==> src/rtl/sdbus_pkg.sv <==
package sdbus_pkg;

    // Power state codes as written by software; 2'b01 is treated as off.
    typedef enum logic [1:0] {
        PWR_OFF = 2'b00,
        PWR_CYC = 2'b10,
        PWR_ON  = 2'b11
    } pwr_state_e;

    // Clock register field positions.
    localparam int unsigned WIDE4_BIT = 14;
    localparam int unsigned WIDE8_BIT = 15;
    localparam int unsigned FALL_BIT  = 16;
    localparam int unsigned WR_W      = FALL_BIT + 1;

    // Bus width codes.
    localparam logic [1:0] WIDTH_X1 = 2'd0;
    localparam logic [1:0] WIDTH_X4 = 2'd1;
    localparam logic [1:0] WIDTH_X8 = 2'd2;

endpackage

==> src/rtl/sdbus_pwr_fsm.sv <==
module sdbus_pwr_fsm
    import sdbus_pkg::*;
(
    input  logic       clk_i,
    input  logic       rst_ni,
    input  logic       wr_i,
    input  logic [1:0] code_i,
    output pwr_state_e state_o,
    output logic       on_next_o
);

    typedef struct packed {
        pwr_state_e st;
    } pwr_regs_t;

    pwr_regs_t q, d;

    always_comb begin
        d = q;
        if (wr_i) begin
            unique case (code_i)
                2'b11: begin
                    // on is only reachable from off or on
                    if (q.st != PWR_CYC) begin
                        d.st = PWR_ON;
                    end
                end
                2'b10:   d.st = PWR_CYC;
                default: d.st = PWR_OFF;
            endcase
        end
    end

    always_ff @(posedge clk_i or negedge rst_ni) begin
        if (!rst_ni) begin
            q.st <= PWR_OFF;
        end else begin
            q <= d;
        end
    end

    assign state_o   = q.st;
    assign on_next_o = (d.st == PWR_ON);

endmodule

==> src/rtl/sdbus_cfg.sv <==
module sdbus_cfg
    import sdbus_pkg::*;
#(
    parameter int unsigned DIV_W = 10,
    parameter int unsigned LANES = 8
) (
    input  logic             clk_i,
    input  logic             rst_ni,
    input  logic             wr_i,
    input  logic [WR_W-1:0]  data_i,
    input  logic             on_i,
    output logic [DIV_W-1:0] div_req_o,
    output logic [1:0]       width_o,
    output logic             fall_o,
    output logic [LANES-1:0] lane_en_o
);

    localparam int unsigned CNT_W = $clog2(LANES + 1);
    localparam int unsigned L4    = (LANES < 4) ? LANES : 4;
    localparam int unsigned L8    = (LANES < 8) ? LANES : 8;

    typedef struct packed {
        logic [DIV_W-1:0] nreq;
        logic             w4;
        logic             w8;
        logic             fall;
    } cfg_regs_t;

    cfg_regs_t        q, d;
    logic [CNT_W-1:0] act_cnt;
    logic             unused_bits;

    assign unused_bits = ^data_i[WIDE4_BIT-1:DIV_W];

    always_comb begin
        d = q;
        if (wr_i) begin
            d.nreq = data_i[DIV_W-1:0];
            d.w4   = data_i[WIDE4_BIT];
            d.w8   = data_i[WIDE8_BIT];
            d.fall = data_i[FALL_BIT];
        end
    end

    always_ff @(posedge clk_i or negedge rst_ni) begin
        if (!rst_ni) begin
            q <= '0;
        end else begin
            q <= d;
        end
    end

    // eight lanes wins when both width bits are set
    always_comb begin
        if (q.w8) begin
            width_o = WIDTH_X8;
            act_cnt = CNT_W'(L8);
        end else if (q.w4) begin
            width_o = WIDTH_X4;
            act_cnt = CNT_W'(L4);
        end else begin
            width_o = WIDTH_X1;
            act_cnt = CNT_W'(1);
        end
    end

    for (genvar i = 0; i < LANES; i++) begin : g_lane
        assign lane_en_o[i] = on_i && (act_cnt > CNT_W'(i));
    end

    assign div_req_o = q.nreq;
    assign fall_o    = q.fall;

endmodule

==> src/rtl/sdbus_clk_div.sv <==
module sdbus_clk_div #(
    parameter int unsigned DIV_W = 10
) (
    input  logic             clk_i,
    input  logic             rst_ni,
    input  logic             on_i,
    input  logic             on_next_i,
    input  logic [DIV_W-1:0] div_req_i,
    input  logic             fall_i,
    output logic             run_clk_o,
    output logic             stb_o
);

    typedef struct packed {
        logic             lvl;
        logic [DIV_W-1:0] cnt;
        logic [DIV_W-1:0] nact;
        logic             stb;
    } div_regs_t;

    div_regs_t q, d;
    logic      tog;

    always_comb begin
        d   = q;
        tog = 1'b0;
        if (!on_i || (q.nact == '0)) begin
            // idle or bypass: hold low, adopt the request freely
            d.lvl  = 1'b0;
            d.cnt  = '0;
            d.nact = div_req_i;
        end else if (q.cnt == (q.nact - DIV_W'(1))) begin
            d.cnt = '0;
            d.lvl = ~q.lvl;
            tog   = 1'b1;
            if (q.lvl) begin
                // falling transition: start of a low phase
                d.nact = div_req_i;
            end
        end else begin
            d.cnt = q.cnt + DIV_W'(1);
        end
        d.stb = on_next_i && ((d.nact == '0) || (tog && (d.lvl != fall_i)));
    end

    always_ff @(posedge clk_i or negedge rst_ni) begin
        if (!rst_ni) begin
            q <= '0;
        end else begin
            q <= d;
        end
    end

    assign run_clk_o = (q.nact == '0) ? clk_i : q.lvl;
    assign stb_o     = q.stb;

endmodule

==> src/rtl/sdbus_line_ctrl.sv <==
module sdbus_line_ctrl
    import sdbus_pkg::*;
#(
    parameter int unsigned DIV_W = 10,
    parameter int unsigned LANES = 8
) (
    input  logic             clk_i,
    input  logic             rst_ni,
    input  logic             wr_en_i,
    input  logic             wr_sel_i,
    input  logic [WR_W-1:0]  wr_data_i,
    output logic             card_clk_o,
    output logic             pin_hold_o,
    output logic             pin_level_o,
    output logic [LANES-1:0] lane_en_o,
    output logic [1:0]       width_code_o,
    output logic             fall_edge_o,
    output logic             out_stb_o
);

    pwr_state_e       st;
    logic             on_next;
    logic             is_on;
    logic [DIV_W-1:0] div_req;
    logic             fall_sel;
    logic             run_clk;

    sdbus_pwr_fsm u_pwr (
        .clk_i     (clk_i),
        .rst_ni    (rst_ni),
        .wr_i      (wr_en_i && !wr_sel_i),
        .code_i    (wr_data_i[1:0]),
        .state_o   (st),
        .on_next_o (on_next)
    );

    assign is_on = (st == PWR_ON);

    sdbus_cfg #(
        .DIV_W (DIV_W),
        .LANES (LANES)
    ) u_cfg (
        .clk_i     (clk_i),
        .rst_ni    (rst_ni),
        .wr_i      (wr_en_i && wr_sel_i),
        .data_i    (wr_data_i),
        .on_i      (is_on),
        .div_req_o (div_req),
        .width_o   (width_code_o),
        .fall_o    (fall_sel),
        .lane_en_o (lane_en_o)
    );

    sdbus_clk_div #(
        .DIV_W (DIV_W)
    ) u_div (
        .clk_i     (clk_i),
        .rst_ni    (rst_ni),
        .on_i      (is_on),
        .on_next_i (on_next),
        .div_req_i (div_req),
        .fall_i    (fall_sel),
        .run_clk_o (run_clk),
        .stb_o     (out_stb_o)
    );

    always_comb begin
        unique case (st)
            PWR_ON:  card_clk_o = run_clk;
            PWR_CYC: card_clk_o = 1'b0;
            default: card_clk_o = 1'b1;
        endcase
    end

    assign pin_hold_o  = !is_on;
    assign pin_level_o = (st == PWR_OFF);
    assign fall_edge_o = fall_sel;

endmodule

==> config.mk <==
export PLATFORM = sky130hd
export DESIGN_NAME = sdbus_line_ctrl
export DESIGN_NICKNAME = d
export VERILOG_FILES = /design/src/rtl/sdbus_pkg.sv /design/src/rtl/sdbus_pwr_fsm.sv /design/src/rtl/sdbus_cfg.sv /design/src/rtl/sdbus_clk_div.sv /design/src/rtl/sdbus_line_ctrl.sv
export SDC_FILE = /design/constraint.sdc
export NUM_CORES = 1
export LEC_CHECK = 0
export ABC_AREA = 1
export BUFFER_PORTS_ARGS = -buffer_cell sky130_fd_sc_hd__buf_2
export CAP_MARGIN = 20
export CORE_MARGIN = 4
export CORE_UTILIZATION = 51
export CTS_CLUSTER_DIAMETER = 200
export DETAILED_ROUTE_END_ITERATION = 10
export PLACE_DENSITY = 0.86
export SETUP_SLACK_MARGIN = 0.1
export SYNTH_ARGS = -nofsm -noshare
export SYNTH_HDL_FRONTEND = slang
export SYNTH_SLANG_ARGS = --single-unit
export TNS_END_PERCENT = 100
==> constraint.sdc <==
create_clock -name clk_i -period 2 [get_ports clk_i]
set_clock_uncertainty 0.1 [all_clocks]
set_input_delay 0 -clock clk_i [delete_from_list [all_inputs] [get_ports clk_i]]
set_output_delay 0 -clock clk_i [all_outputs]
set_load 0.02 [all_outputs]
==> out/qor_table.md <==
| Group | Result | Reported |
|:---|:---|:---|
| outcome | Result of the run | complete, but fails checks |
| outcome | Violations in the final reports | negative setup slack |
| synth | Post-synthesis instance area | 0.00217 sq mm |
| sta | Fin crit period | 2.31 ns |
| floorplan | Area of the die | 0.00536 sq mm |
| critical path | Maximum net fanout on the critical path | 5 |
| floorplan | Standard-cell row count | 23 |
| drt | DR pass1 iterations | 6 |
| floorplan | Vertical extent of the die | 73.2 microns |
| synth | Number of warning messages in the yosys log | 0 |
| critical path | Data arrival time of the critical path | 2.52 ns |
| sta | Final hold vios | 0 |
| clocking | Clock edge transition at the registers on the reported setup and hold paths | 0.08 ns |
| placed design | Placed Area | 0.00256 sq mm |
| cells and area | Net count reported at finish | 397 |
| synth | Synth Net Count | 308 |
| grt | Number of global-route vias before repair | 2235 |
| job | Max Cap Viol | 0 |
| sta | Unrepaired setup endpoints after global routing | yes |
| synth | Cell count after synthesis | 285 |
| synth | Synth cell types | 31 |
| placed design | Placed instance count | 387 |
| drt | Via count | 2170 |
| placed design | Half-perimeter wire length after detailed placement | 3680 microns |
| synth | Share of flip-flops with an asynchronous set or reset | 100% |
| synth | Post-synthesis sequential element count | 37 |
| placed design | Count of buffers inserted at the top-level ports | 31 |
| power | Switching Share | 34.9% |
| sta | Highest achievable clock rate | 0.432 GHz |
| drt | DRC violations left | 0 |
| synth | Post-synth top cells | 60 x sky130_fd_sc_hd__nand2_1, 43 x sky130_fd_sc_hd__inv_1, 37 x sky130_fd_sc_hd__dfrtp_1 |
| grt | First-pass GRT wire length | 9660 microns |
| power | Internal Power | 1.68 mW |
| power | Relative contribution of combinational cells to total power | 34.5% |
| floorplan | Starting density of the core | 53.5% |
| cells and area | Ant diodes | 0 |
| drt | Avg WL per Cell | 14.1 microns |
| floorplan | Core region area | 0.00406 sq mm |
| power | Largest voltage drop on the vdd net | 0.823 mV |
| critical path | Slowest stage cell on the critical path | sky130_fd_sc_hd__dfrtp_1 |
| min path | Class of the tightest hold or removal check | input pin to asynchronous set/reset pin |
| synth | Sequential fraction of the synthesis area | 42.7% |
| drt | Vias/cell | 5.11 |
| cells and area | Layout Cells excl Fill | 425 |
| cells and area | Fraction of layout cells with a size suffix above 1 | 37.9% |
| sta | Post-route worst setup slack | -0.313 ns |
| power | Switching pwr | 901 uW |
| grt | Total global-route track usage | 23.9% |
| critical path | Logic depth of the worst register-to-register path | 14 |
| sta | Part of the cycle the worst path needs | 116% |
| power | Leak Pwr | 1.61 nW |
| grt | Final global-route overflow total | 0 |
| synth | Synth top area cells | sky130_fd_sc_hd__dfrtp_1 43%, sky130_fd_sc_hd__nand2_1 10%, sky130_fd_sc_hd__inv_1 7.4% |
| placed design | Final weighted congestion in routability-driven placement | 0.871 |
| power | P per Cell Area | 838 mW/mm^2 |
| sta | Remaining max-slew budget at the tightest pin | 45.6% |
| grt | Pin count of the biggest net entering global routing | 38 |
| synth | Number of synthesized flops with an enable pin | 0 |
| critical path | Cell Chain, Critical Path | inv_2 > ha_4 > xor2_1 > nand3_1 > nor2_1 > nand2_1 > nor2_4 > nand4_1 > nand3_1 > nand2_1 > nand2_1 > nor2_1 > nand3_1 > a21oi_1 |
| sta | Final Max Tran Viols | 0 |
| critical path | Nature of the critical path endpoint | flop |
| cells and area | Fin area | 0.00308 sq mm |
| synth | Most common cell in the synthesized netlist | sky130_fd_sc_hd__nand2_1 |
| critical path | Critical path type | flop to flop |
| critical path | Highest cell delay on the worst timing path | 0.36 ns |
| critical path | Worst EP required | 2.21 ns |
| clocking | Clock latency of the later-clocked register in the worst-skew pair | 0.43 ns |
| drt | Total wirelength of the detailed-routed design | 5990 microns |
| grt | Number of antenna violations at the first check in global routing | 0 |
| synth | Synth top area share | 42.7% |
| sta | Worst Tran Pin Value | 0.816 ns |
| drt | Final ANT Viol Nets | 0 |
| critical path | CP Launch Type | flop |
| synth | Average footprint of a synthesized cell | 7.61 sq um |
| cells and area | Area Overhead vs Synth | 42.2% |
| floorplan | Top-Level Pins | 36 |
| drt | Initial detailed-routing violation count | 193 |
| clocking | CTS tree | done |
| synth | Area leader, netlist | sky130_fd_sc_hd__dfrtp_1 |
| synth | Most used flip-flop cell after synthesis | sky130_fd_sc_hd__dfrtp_1 |
| power | Portion of total power attributed to the clock network | 29.9% |
| sta | Count of endpoints failing setup in the final report | 22 |
| power | Fraction of power consumed by sequential logic | 35.6% |
| floorplan | Die Width | 73.2 microns |
sequential cells by signal, indices dropped and copies added (netlist names):
signal	count
u_pwr.state_o	2
u_div.q	21
u_cfg.q	2
u_cfg.fall_o	1
u_cfg.div_req_o	10
u_div.stb_o	1
worst max-delay path: cells and delay by family (launching register included):
kind | cells | cell delay (ns)
xor gates and xnor gates | 1 | 0.17
adders and majority gates | 1 | 0.26
buffers and inverters | 1 | 0.06
AOI/OAI and AO/OA | 1 | 0.06
DFF | 1 | 0.36
and+or+nand+nor | 10 | 1.19
per-stage QoR:
step                      setup TNS (ns)  power, mW  util [%]  setup WS [ns]  hold slack (ns)
after global placement            -0.285       1.62      63.1         -0.231           0.0263
after detailed placement           -1.57       1.64      63.1         -0.279           0.0321
after CTS                         -0.487       2.49      73.0         -0.187            0.135
after global routing               -5.36       2.72      76.0         -0.429            0.176
final                              -3.01       2.58      76.0         -0.313           0.0992
after floorplan                  -0.0935       1.36         -        -0.0935           -0.396
power groups by stage:
stage          clock network [mW]  registers, mW  logic (mW)
6_report                    0.774          0.919       0.891
3_5_place_dp              0.00661          0.924       0.714
3_3_place_gp              0.00661          0.921       0.691
4_1_cts                     0.769          0.913       0.804
2_1_floorplan             0.00453          0.920       0.431
5_1_grt                     0.822          0.929       0.972
per-layer routing:
layer,part of all wire [%],vias to the layer above,global-route usage (%)
li1,-,1058,-
met1,37,1012,25.6
met4,4.4,0,11.9
met5,0,-,0
met3,5.7,22,7.58
met2,53,78,41.8
kinds of logic (layout without fill, tap and decap cells):
logic type,count (synthesis),after routing,synth area share (%)
buf+inv,62,151,11.9
fa+ha+maj,2,2,1.15
simple gates,147,148,32.6
flops,37,37,42.7
xor+xnor,10,10,4.04
mux,3,3,1.56
compound gates,24,24,6.00
area by class of cell:
cell class              count  area, sq um
multi-input cells         187         1100
fillers                   265          973
flip-flops and latches     37          927
repair buffers             85          634
inverters                  54          205
clock buffers              11          149
well taps                  50         62.6
clock inverters             1         5.00
cells in the final DEF (no fill, tap or decap), types with 8 or more instances in the layout:
cell / Yosys / routed
sky130_fd_sc_hd__nand2_1: 60 / 45
sky130_fd_sc_hd__dfrtp_1: 37 / 36
sky130_fd_sc_hd__inv_1: 43 / 34
sky130_fd_sc_hd__nor2_1: 33 / 32
sky130_fd_sc_hd__buf_2: 0 / 30
sky130_fd_sc_hd__buf_4: 5 / 30
sky130_fd_sc_hd__nand3_1: 27 / 24
sky130_fd_sc_hd__nand2_2: 4 / 18
sky130_fd_sc_hd__dlygate4sd3_1: 0 / 18
sky130_fd_sc_hd__inv_2: 8 / 17
sky130_fd_sc_hd__a21oi_1: 13 / 13
sky130_fd_sc_hd__clkbuf_8: 0 / 10
sky130_fd_sc_hd__buf_6: 1 / 8
repair_timing:
item / in CTS / in global routing
pin swaps: 4 / 11
hold buffers: 18 / 0
endpoints found under the setup margin: 24 / 25
endpoints found under the hold margin: 53 / 0
gates resized for setup: 21 / 27
cloned: 0 / 1
buffers inserted: 4 / 9
worst paths after layout:
path                                                   to                            from  slack, ns
setup / recovery                    u_div.stb_o$_DFF_PN0_            u_div.q[1]$_DFF_PN0_      -0.31
hold / removal                      u_div.q[16]$_DFF_PN0_                          rst_ni        0.1
setup reg to reg                    u_div.stb_o$_DFF_PN0_            u_div.q[1]$_DFF_PN0_      -0.31
hold reg to reg            u_cfg.div_req_o[1]$_DFFE_PN0P_  u_cfg.div_req_o[1]$_DFFE_PN0P_       0.40
max in group asynchronous            u_div.q[4]$_DFF_PN0_                          rst_ni       1.13
min in group clk_i         u_cfg.div_req_o[8]$_DFFE_PN0P_                    wr_data_i[8]       0.25
Power figures use the tool's default switching activity.
